===== config.mk =====
export PLATFORM = sky130hd
export DESIGN_NAME = ctx_table_loader
export DESIGN_NICKNAME = d
export VERILOG_FILES = /design/src/rtl/ldr_pkg.sv /design/src/rtl/ldr_seq.sv /design/src/rtl/ldr_capture.sv /design/src/rtl/ldr_bank.sv /design/src/rtl/ctx_table_loader.sv
export SDC_FILE = /design/constraint.sdc
export NUM_CORES = 2
export LEC_CHECK = 0
export ABC_AREA = 1
export ABC_CLOCK_PERIOD_IN_PS = 5700
export CAP_MARGIN = 0
export CORE_MARGIN = 3
export CORE_UTILIZATION = 50
export DETAILED_ROUTE_END_ITERATION = 12
export GPL_TIMING_DRIVEN = 0
export PLACE_DENSITY = 0.75
export SYNTH_ARGS = -nofsm -noshare
export SYNTH_HDL_FRONTEND = slang
export SYNTH_HIERARCHICAL = 1
export SYNTH_SLANG_ARGS = --single-unit

===== constraint.sdc =====
create_clock -name clk -period 5.7 [get_ports clk]
set_clock_uncertainty 0.2 [all_clocks]
set_input_delay 1.14 -clock clk [delete_from_list [all_inputs] [get_ports clk]]
set_output_delay 1.14 -clock clk [all_outputs]
set_load 0.01 [all_outputs]

===== src/rtl/ldr_pkg.sv =====
// Package: shared constants and types of the context table loader.
// Assumes the fixed 51-word table layout; word indices are counted from the
// table base in 16-bit steps.
package ldr_pkg;

    localparam int LDR_WORD_W      = 16;
    localparam int LDR_BASE_W      = 24;
    localparam int LDR_ACC_W       = 8;
    localparam int LDR_MSW_W       = 4;
    localparam int LDR_TABLE_WORDS = 51;
    localparam int LDR_IDX_W       = $clog2(LDR_TABLE_WORDS);

    // word indices inside the table (behaviour depends on these positions)
    localparam int W_MSW          = 3;
    localparam int W_SINGLE_FIRST = 11;
    localparam int W_SINGLE_LAST  = 26;
    localparam int W_TR           = 11;
    localparam int W_FLAGS        = 12;
    localparam int W_IP           = 13;
    localparam int W_LDT          = 14;
    localparam int W_SEL_ES       = 18;   // selectors run DS..ES upwards
    localparam int W_GPR_FIRST    = 19;
    localparam int W_SEG_DESC     = 27;
    localparam int W_SYS_DESC     = 39;
    localparam int ENTRY_WORDS    = 3;

    localparam int SEG_COUNT = 4;   // ES, CS, SS, DS
    localparam int SYS_COUNT = 4;   // GDT, LDT cache, IDT, TSS cache
    localparam int GPR_COUNT = 8;   // DI, SI, BP, SP, BX, DX, CX, AX
    localparam int SEG_CS    = 1;
    localparam int SYS_GDT   = 0;
    localparam int SYS_LDTC  = 1;
    localparam int SYS_IDT   = 2;
    localparam int SYS_TSSC  = 3;

    typedef enum logic [1:0] {
        LDR_IDLE   = 2'd0,
        LDR_FETCH  = 2'd1,
        LDR_COMMIT = 2'd2
    } ldr_state_e;

    typedef struct packed {
        logic [LDR_BASE_W-1:0] base;
        logic [LDR_ACC_W-1:0]  acc;
        logic [LDR_WORD_W-1:0] lim;
    } desc_t;

    typedef struct packed {
        logic [LDR_BASE_W-1:0] base;
        logic [LDR_WORD_W-1:0] lim;
    } tbl_t;

    typedef struct packed {
        logic [LDR_MSW_W-1:0]                  msw;
        logic [LDR_WORD_W-1:0]                 tr;
        logic [LDR_WORD_W-1:0]                 flags;
        logic [LDR_WORD_W-1:0]                 ip;
        logic [LDR_WORD_W-1:0]                 ldt;
        logic [SEG_COUNT-1:0][LDR_WORD_W-1:0]  sel;
        logic [GPR_COUNT-1:0][LDR_WORD_W-1:0]  gpr;
        desc_t [SEG_COUNT-1:0]                 seg;
        tbl_t                                  gdt;
        tbl_t                                  idt;
        desc_t                                 ldtc;
        desc_t                                 tssc;
    } cpu_ctx_t;

endpackage


===== src/rtl/ldr_seq.sv =====
// Module: read sequencer. Walks the table one word at a time from a fixed
// base, holds each address until acknowledged, then spends one cycle in a
// commit state. Assumes a single outstanding read; triggers are honoured
// only in the idle state.
module ldr_seq
    import ldr_pkg::*;
#(
    parameter int                ADDR_W     = 24,
    parameter logic [ADDR_W-1:0] TABLE_BASE = 24'h000800,
    parameter int                WORDS      = LDR_TABLE_WORDS
) (
    input  logic                 clk,
    input  logic                 rst_n,
    input  logic                 start_i,
    input  logic                 mem_ready_i,
    output logic                 mem_req_o,
    output logic [ADDR_W-1:0]    mem_addr_o,
    output logic                 take_o,
    output logic [LDR_IDX_W-1:0] idx_o,
    output logic                 commit_o,
    output logic                 busy_o,
    output logic                 done_o
);

    localparam logic [LDR_IDX_W-1:0] LAST_IDX = LDR_IDX_W'(WORDS - 1);

    ldr_state_e           state_q;
    logic [LDR_IDX_W-1:0] idx_q;
    logic                 done_q;

    // state walk: idle -> fetch every word -> one commit cycle -> idle
    always_ff @(posedge clk) begin
        if (!rst_n) begin
            state_q <= LDR_IDLE;
            idx_q   <= '0;
            done_q  <= 1'b0;
        end else begin
            case (state_q)
                LDR_IDLE: begin
                    if (start_i) begin
                        state_q <= LDR_FETCH;
                        idx_q   <= '0;
                        done_q  <= 1'b0;
                    end
                end
                LDR_FETCH: begin
                    if (mem_ready_i) begin
                        if (idx_q == LAST_IDX) begin
                            state_q <= LDR_COMMIT;
                        end else begin
                            idx_q <= idx_q + 1'b1;
                        end
                    end
                end
                LDR_COMMIT: begin
                    state_q <= LDR_IDLE;
                    done_q  <= 1'b1;
                end
                default: state_q <= LDR_IDLE;
            endcase
        end
    end

    // memory side: word address is the base plus twice the word index
    assign mem_req_o  = (state_q == LDR_FETCH);
    assign mem_addr_o = TABLE_BASE + ADDR_W'({idx_q, 1'b0});

    // capture side and status
    assign take_o   = mem_req_o && mem_ready_i;
    assign idx_o    = idx_q;
    assign commit_o = (state_q == LDR_COMMIT);
    assign busy_o   = (state_q != LDR_IDLE);
    assign done_o   = done_q;

endmodule


===== src/rtl/ldr_capture.sv =====
// Module: shadow capture. Sorts each accepted word into a shadow copy of the
// processor context according to its index. Dead words and unused bytes are
// never stored. Assumes take_i is high for exactly one cycle per word.
module ldr_capture
    import ldr_pkg::*;
(
    input  logic                  clk,
    input  logic                  rst_n,
    input  logic                  take_i,
    input  logic [LDR_IDX_W-1:0]  idx_i,
    input  logic [LDR_WORD_W-1:0] word_i,
    output cpu_ctx_t              shadow_o
);

    localparam logic [LDR_IDX_W-1:0] MSW_IDX = LDR_IDX_W'(W_MSW);

    logic [LDR_MSW_W-1:0]  msw_q;
    logic [LDR_WORD_W-1:0] single_q [W_SINGLE_FIRST:W_SINGLE_LAST];
    desc_t                 seg_q    [SEG_COUNT];
    tbl_t                  tbl_q    [SYS_COUNT];
    logic [LDR_ACC_W-1:0]  sacc_q   [2];

    // status word: keep only the low mode bits
    always_ff @(posedge clk) begin
        if (!rst_n) begin
            msw_q <= '0;
        end else if (take_i && idx_i == MSW_IDX) begin
            msw_q <= word_i[LDR_MSW_W-1:0];
        end
    end

    // one-word slots: a flop per slot, selected by its own index
    for (genvar s = W_SINGLE_FIRST; s <= W_SINGLE_LAST; s++) begin : g_single
        localparam logic [LDR_IDX_W-1:0] MY_IDX = LDR_IDX_W'(s);
        // capture the word whose index matches this slot
        always_ff @(posedge clk) begin
            if (!rst_n) begin
                single_q[s] <= '0;
            end else if (take_i && idx_i == MY_IDX) begin
                single_q[s] <= word_i;
            end
        end
    end

    // segment caches: three words each, access byte kept
    for (genvar e = 0; e < SEG_COUNT; e++) begin : g_seg
        localparam logic [LDR_IDX_W-1:0] W0 = LDR_IDX_W'(W_SEG_DESC + ENTRY_WORDS * e);
        // fill base, access and limit of this cache from its three words
        always_ff @(posedge clk) begin
            if (!rst_n) begin
                seg_q[e] <= '0;
            end else if (take_i) begin
                if (idx_i == W0) begin
                    seg_q[e].base[15:0] <= word_i;
                end
                if (idx_i == W0 + 1'b1) begin
                    seg_q[e].base[23:16] <= word_i[7:0];
                    seg_q[e].acc         <= word_i[15:8];
                end
                if (idx_i == W0 + 2'd2) begin
                    seg_q[e].lim <= word_i;
                end
            end
        end
    end

    // system tables: base and limit always, access byte only for caches
    for (genvar t = 0; t < SYS_COUNT; t++) begin : g_sys
        localparam logic [LDR_IDX_W-1:0] W0 = LDR_IDX_W'(W_SYS_DESC + ENTRY_WORDS * t);
        // fill base and limit of this table register
        always_ff @(posedge clk) begin
            if (!rst_n) begin
                tbl_q[t] <= '0;
            end else if (take_i) begin
                if (idx_i == W0) begin
                    tbl_q[t].base[15:0] <= word_i;
                end
                if (idx_i == W0 + 1'b1) begin
                    tbl_q[t].base[23:16] <= word_i[7:0];
                end
                if (idx_i == W0 + 2'd2) begin
                    tbl_q[t].lim <= word_i;
                end
            end
        end
        if (t == SYS_LDTC || t == SYS_TSSC) begin : g_acc
            // caches of the local table and task state keep their access byte
            always_ff @(posedge clk) begin
                if (!rst_n) begin
                    sacc_q[t/2] <= '0;
                end else if (take_i && idx_i == W0 + 1'b1) begin
                    sacc_q[t/2] <= word_i[15:8];
                end
            end
        end
    end

    // assemble the shadow context from the stored pieces
    always_comb begin
        shadow_o       = '0;
        shadow_o.msw   = msw_q;
        shadow_o.tr    = single_q[W_TR];
        shadow_o.flags = single_q[W_FLAGS];
        shadow_o.ip    = single_q[W_IP];
        shadow_o.ldt   = single_q[W_LDT];
        for (int e = 0; e < SEG_COUNT; e++) begin
            shadow_o.sel[e] = single_q[W_SEL_ES - e];
            shadow_o.seg[e] = seg_q[e];
        end
        for (int g = 0; g < GPR_COUNT; g++) begin
            shadow_o.gpr[g] = single_q[W_GPR_FIRST + g];
        end
        shadow_o.gdt       = tbl_q[SYS_GDT];
        shadow_o.idt       = tbl_q[SYS_IDT];
        shadow_o.ldtc.base = tbl_q[SYS_LDTC].base;
        shadow_o.ldtc.lim  = tbl_q[SYS_LDTC].lim;
        shadow_o.ldtc.acc  = sacc_q[SYS_LDTC/2];
        shadow_o.tssc.base = tbl_q[SYS_TSSC].base;
        shadow_o.tssc.lim  = tbl_q[SYS_TSSC].lim;
        shadow_o.tssc.acc  = sacc_q[SYS_TSSC/2];
    end

endmodule


===== src/rtl/ldr_bank.sv =====
// Module: architectural bank. Holds the visible context and moves the whole
// shadow across in one edge on commit; also registers the fetch address
// formed from the code segment cache base and the instruction pointer.
module ldr_bank
    import ldr_pkg::*;
(
    input  logic                  clk,
    input  logic                  rst_n,
    input  logic                  commit_i,
    input  cpu_ctx_t              shadow_i,
    output cpu_ctx_t              ctx_o,
    output logic [LDR_BASE_W-1:0] fetch_o
);

    cpu_ctx_t              ctx_q;
    logic [LDR_BASE_W-1:0] fetch_q;

    // commit the whole shadow at once; hold otherwise
    always_ff @(posedge clk) begin
        if (!rst_n) begin
            ctx_q   <= '0;
            fetch_q <= '0;
        end else if (commit_i) begin
            ctx_q   <= shadow_i;
            fetch_q <= shadow_i.seg[SEG_CS].base + LDR_BASE_W'(shadow_i.ip);
        end
    end

    assign ctx_o   = ctx_q;
    assign fetch_o = fetch_q;

endmodule


===== src/rtl/ctx_table_loader.sv =====
// Module: top of the context table loader. Ties the sequencer, the shadow
// capture and the architectural bank together and fans the context out.
// Assumes the memory returns data in the same cycle it raises ready.
module ctx_table_loader
    import ldr_pkg::*;
#(
    parameter int                ADDR_W     = 24,
    parameter logic [ADDR_W-1:0] TABLE_BASE = 24'h000800
) (
    input  logic                                 clk,
    input  logic                                 rst_n,
    input  logic                                 start_i,
    output logic                                 mem_req_o,
    output logic [ADDR_W-1:0]                    mem_addr_o,
    input  logic [LDR_WORD_W-1:0]                mem_rdata_i,
    input  logic                                 mem_ready_i,
    output logic                                 busy_o,
    output logic                                 commit_o,
    output logic                                 done_o,
    output logic [LDR_MSW_W-1:0]                 msw_o,
    output logic [LDR_WORD_W-1:0]                task_sel_o,
    output logic [LDR_WORD_W-1:0]                flags_o,
    output logic [LDR_WORD_W-1:0]                ip_o,
    output logic [LDR_WORD_W-1:0]                ldt_sel_o,
    output logic [SEG_COUNT-1:0][LDR_WORD_W-1:0] seg_sel_o,
    output logic [GPR_COUNT-1:0][LDR_WORD_W-1:0] gpr_o,
    output logic [SEG_COUNT-1:0][LDR_BASE_W-1:0] seg_base_o,
    output logic [SEG_COUNT-1:0][LDR_ACC_W-1:0]  seg_acc_o,
    output logic [SEG_COUNT-1:0][LDR_WORD_W-1:0] seg_lim_o,
    output logic [LDR_BASE_W-1:0]                gdt_base_o,
    output logic [LDR_WORD_W-1:0]                gdt_lim_o,
    output logic [LDR_BASE_W-1:0]                idt_base_o,
    output logic [LDR_WORD_W-1:0]                idt_lim_o,
    output logic [LDR_BASE_W-1:0]                ldtc_base_o,
    output logic [LDR_ACC_W-1:0]                 ldtc_acc_o,
    output logic [LDR_WORD_W-1:0]                ldtc_lim_o,
    output logic [LDR_BASE_W-1:0]                tssc_base_o,
    output logic [LDR_ACC_W-1:0]                 tssc_acc_o,
    output logic [LDR_WORD_W-1:0]                tssc_lim_o,
    output logic [LDR_BASE_W-1:0]                fetch_addr_o
);

    logic                 take;
    logic [LDR_IDX_W-1:0] idx;
    cpu_ctx_t             shadow;
    cpu_ctx_t             ctx;

    ldr_seq #(
        .ADDR_W     (ADDR_W),
        .TABLE_BASE (TABLE_BASE),
        .WORDS      (LDR_TABLE_WORDS)
    ) u_seq (
        .clk         (clk),
        .rst_n       (rst_n),
        .start_i     (start_i),
        .mem_ready_i (mem_ready_i),
        .mem_req_o   (mem_req_o),
        .mem_addr_o  (mem_addr_o),
        .take_o      (take),
        .idx_o       (idx),
        .commit_o    (commit_o),
        .busy_o      (busy_o),
        .done_o      (done_o)
    );

    ldr_capture u_cap (
        .clk      (clk),
        .rst_n    (rst_n),
        .take_i   (take),
        .idx_i    (idx),
        .word_i   (mem_rdata_i),
        .shadow_o (shadow)
    );

    ldr_bank u_bank (
        .clk      (clk),
        .rst_n    (rst_n),
        .commit_i (commit_o),
        .shadow_i (shadow),
        .ctx_o    (ctx),
        .fetch_o  (fetch_addr_o)
    );

    // fan the committed context out to the ports
    assign msw_o       = ctx.msw;
    assign task_sel_o  = ctx.tr;
    assign flags_o     = ctx.flags;
    assign ip_o        = ctx.ip;
    assign ldt_sel_o   = ctx.ldt;
    assign seg_sel_o   = ctx.sel;
    assign gpr_o       = ctx.gpr;
    assign gdt_base_o  = ctx.gdt.base;
    assign gdt_lim_o   = ctx.gdt.lim;
    assign idt_base_o  = ctx.idt.base;
    assign idt_lim_o   = ctx.idt.lim;
    assign ldtc_base_o = ctx.ldtc.base;
    assign ldtc_acc_o  = ctx.ldtc.acc;
    assign ldtc_lim_o  = ctx.ldtc.lim;
    assign tssc_base_o = ctx.tssc.base;
    assign tssc_acc_o  = ctx.tssc.acc;
    assign tssc_lim_o  = ctx.tssc.lim;

    for (genvar g = 0; g < SEG_COUNT; g++) begin : g_segout
        assign seg_base_o[g] = ctx.seg[g].base;
        assign seg_acc_o[g]  = ctx.seg[g].acc;
        assign seg_lim_o[g]  = ctx.seg[g].lim;
    end

endmodule


==> key figures <==
Setup path
  – Launch point of the worst path: rst_n
  – CP max-delay cell: clkdlybuf4s50_1
  – Arr. time, crit path: 4220 ps
  – R2R Path Start: u_seq/state_q[0]$_SDFFE_PN0P_
  – Worst path max stage delay: 950 ps
  – Worst setup path class: input port to flop
  – Critical Path RT: 5740 ps
  – Critical path startpoint category: input port
  – Crit. End Element: flop
  – Crit-path cells: clkdlybuf4s50_1 > buf_4 > buf_2 > buf_1 > nand2_1
  – Worst R2R Path Depth: 10
  – Crit path max fanout: 16

Routing
  – ANT nets after route: 0
  – Via count: 38133
  – Vias per cell: 5.44
  – Starting DRC count in detailed routing: 4456
  – Residual DRC count: 0
  – Drt pass-1 iters: 5
  – Average routed wire per standard cell: 23.8 um
  – Final WL: 167 mm

Yosys
  – Synth Area in Adders: 0.513%
  – Synth Instances: 4811
  – Mux contribution to synthesized area: 0%
  – Synthesized cell area: 47800 um^2
  – Synth Area in Compound Gates: 7.24%
  – Yosys cell types: 40
  – Largest family of logic cells by synthesized area: simple AND/OR/NAND/NOR gates
  – Yosys warning count: 6
  – Synth Area in XOR/XNOR: 0.147%
  – Area share of and/or/nand/nor cells after synthesis: 20.1%
  – Post-synthesis sequential area ratio: 67.1%
  – Syn avg cell area: 9.93 um^2
  – FF+latch count, synth: 1289

Pwr
  – Pwr Density: 330 nW/um^2
  – Total power: 20.0 mW
  – Worst ir drop on vdd: 245 uV
  – P_leak: 25.2 nW

Placement
  – I/O Buffers: 681
  – Routability cong.: 0.910
  – DPL Wire Length: 118 mm

Clock tree
  – Worst skew pair latency: 750 ps
  – CTS-repair resized insts: 0
  – TritonCTS clock tree: built
  – CTS H-tree lvls: 4
  – TritonCTS buffer count: 132
  – CTS Buffer Depth: 3
  – Cts hold-fix bufs: 0
  – Setup bufs post-CTS: 0
  – Clock-pin slew on the worst setup and hold paths: 60 ps
  – Clock root buffer: clkbuf_16
  – Clock Sink Count: 1289

Floorplan
  – Std cell rows: 112
  – Die height: 315 um
  – I/O pins: 700
  – Core Footprint: 94000 um^2
  – Full die area: 99300 um^2
  – Initial Util: 50.8%
  – Die Width: 315 um

STA
  – Slew headroom: -9.55%
  – Final worst path period share: 73.3%
  – Fin. max-slew vios: 22
  – RSZ-0062 raised after global routing: no
  – Final setup TNS: 0 ps
  – # setup viols final: 0
  – Fmax: 239 MHz
  – Worst-margin pin slew: 1640 ps
  – Tmin final: 4180 ps
  – Final hold violations: 0

Global route
  – GRT Util Overall: 32.8%
  – Initial antenna violation count: 5
  – Number of global-route vias before repair: 36777
  – Global route overflow: 0
  – Largest net degree at the start of global routing: 17
  – First-pass GRT wire length: 237 mm

Min path
  – Hold path start: u_cap/tbl_q[1][32]$_SDFFCE_PN0P_
  – Worst hold path type: flop to flop
  – Hold Path Depth: 2

Final layout
  – Final #Nets: 5688
  – Filler instances: 7441
  – FF/Latch Area: 32100 um^2
  – Leading cell type in the layout, fill and taps excluded: nor2_1
  – Share of cells above drive strength 1: 8.65%
  – Multi-input gate area: 13500 um^2
  – Syn-to-layout area delta: 26.9%
  – Most frequent cells in the layout: nor2_1, clkdlybuf4s50_1, dfxtp_1

Outcome
  – Failing checks: capacitance limit, slew limit
  – Status: finished, violations left

Job
  – Max_cap viols: 2
-- through the flow --
stage	setup slack (ps)	cells	utilization, %	hold slack (ps)	cell area, um^2
global placement	144	6762	59.8	250	56200
global route	1470	7011	64.4	285	60600
floorplan	2060	4827	-	247	47800
CTS	1680	7011	64.4	267	60600
finish	1520	7013	64.4	261	60600
detailed placement	901	6769	59.9	256	56400
-- cell type report --
type,count,share of cell area [%]
flip-flops and latches,1289,52.9
inverters,130,0.805
well taps,1254,2.59
multi-input cells,3051,22.3
clock inverters,48,0.770
plain buffers,357,3.03
repair buffers,688,11.4
diodes,2,0.00826
clock buffers,194,6.21
-- cell usage after synthesis, drive strengths merged --
master	instances	area, um^2
nor2	1979	7720
dfxtp	665	13300
o21ai	656	3280
edfxtp	624	18700
nand2	242	988
clkbuf	192	721
buf	165	1120
inv	128	480
nand3	84	791
a21oi	24	135
ha	18	225
nand4	9	62.6
xor2	7	61.3
nor3	3	15.0
and2	2	12.5
clkinv	2	7.51
conb	2	7.51
o211ai	2	15.0
a21o	1	7.51
fa	1	20.0
nand3b	1	7.51
o21a	1	7.51
o21bai	1	11.3
or2	1	6.26
xnor2	1	8.76
-- kinds of logic after synthesis --
family	count (synthesis)
simple gates	2321
other cells	2
fa+ha+maj	19
xor+xnor	8
buf+inv	487
flops	1289
compound gates	685
-- metal layers --
metal	GRT usage, %	part of all wire, %
met1	41.4	38
met2	52.7	47
met3	7.78	10
met4	17.3	5.8
met5	0	0
-- power by group --
group	switching, mW	leakage, nW	internal [mW]
registers	0.174	11.8	10.0
logic	0.892	11.3	0.453
clock network	3.61	2.07	4.88
total	4.68	25.2	15.3
-- final timing paths --
check | to | slack, ps
setup / recovery | u_cap/seg_q[1][43]$_SDFFCE_PN0P_ | 1520
hold / removal | u_bank/ctx_o[88]$_SDFFE_PN0P_ | 260
hold reg to reg | u_bank/ctx_o[88]$_SDFFE_PN0P_ | 260
setup reg to reg | u_cap/seg_q[3][28]$_SDFFCE_PN0P_ | 2320
-- registers in the layout, summed over array words and instances, names as in the netlist --
signal / cells
u_cap/msw_q: 4
u_cap/single_q: 256
u_bank/fetch_o: 24
u_seq/state_q: 2
u_cap/seg_q: 192
u_bank/ctx_o: 628
u_seq/idx_o: 6
u_cap/tbl_q: 160
u_seq/done_o: 1
u_cap/sacc_q: 16
-- critical path: cells and delay by family --
family	cells	cell delay, ps
buffers and inverters	4	2260
AND/OR/NAND/NOR	1	770
Power figures use the tool's default switching activity.
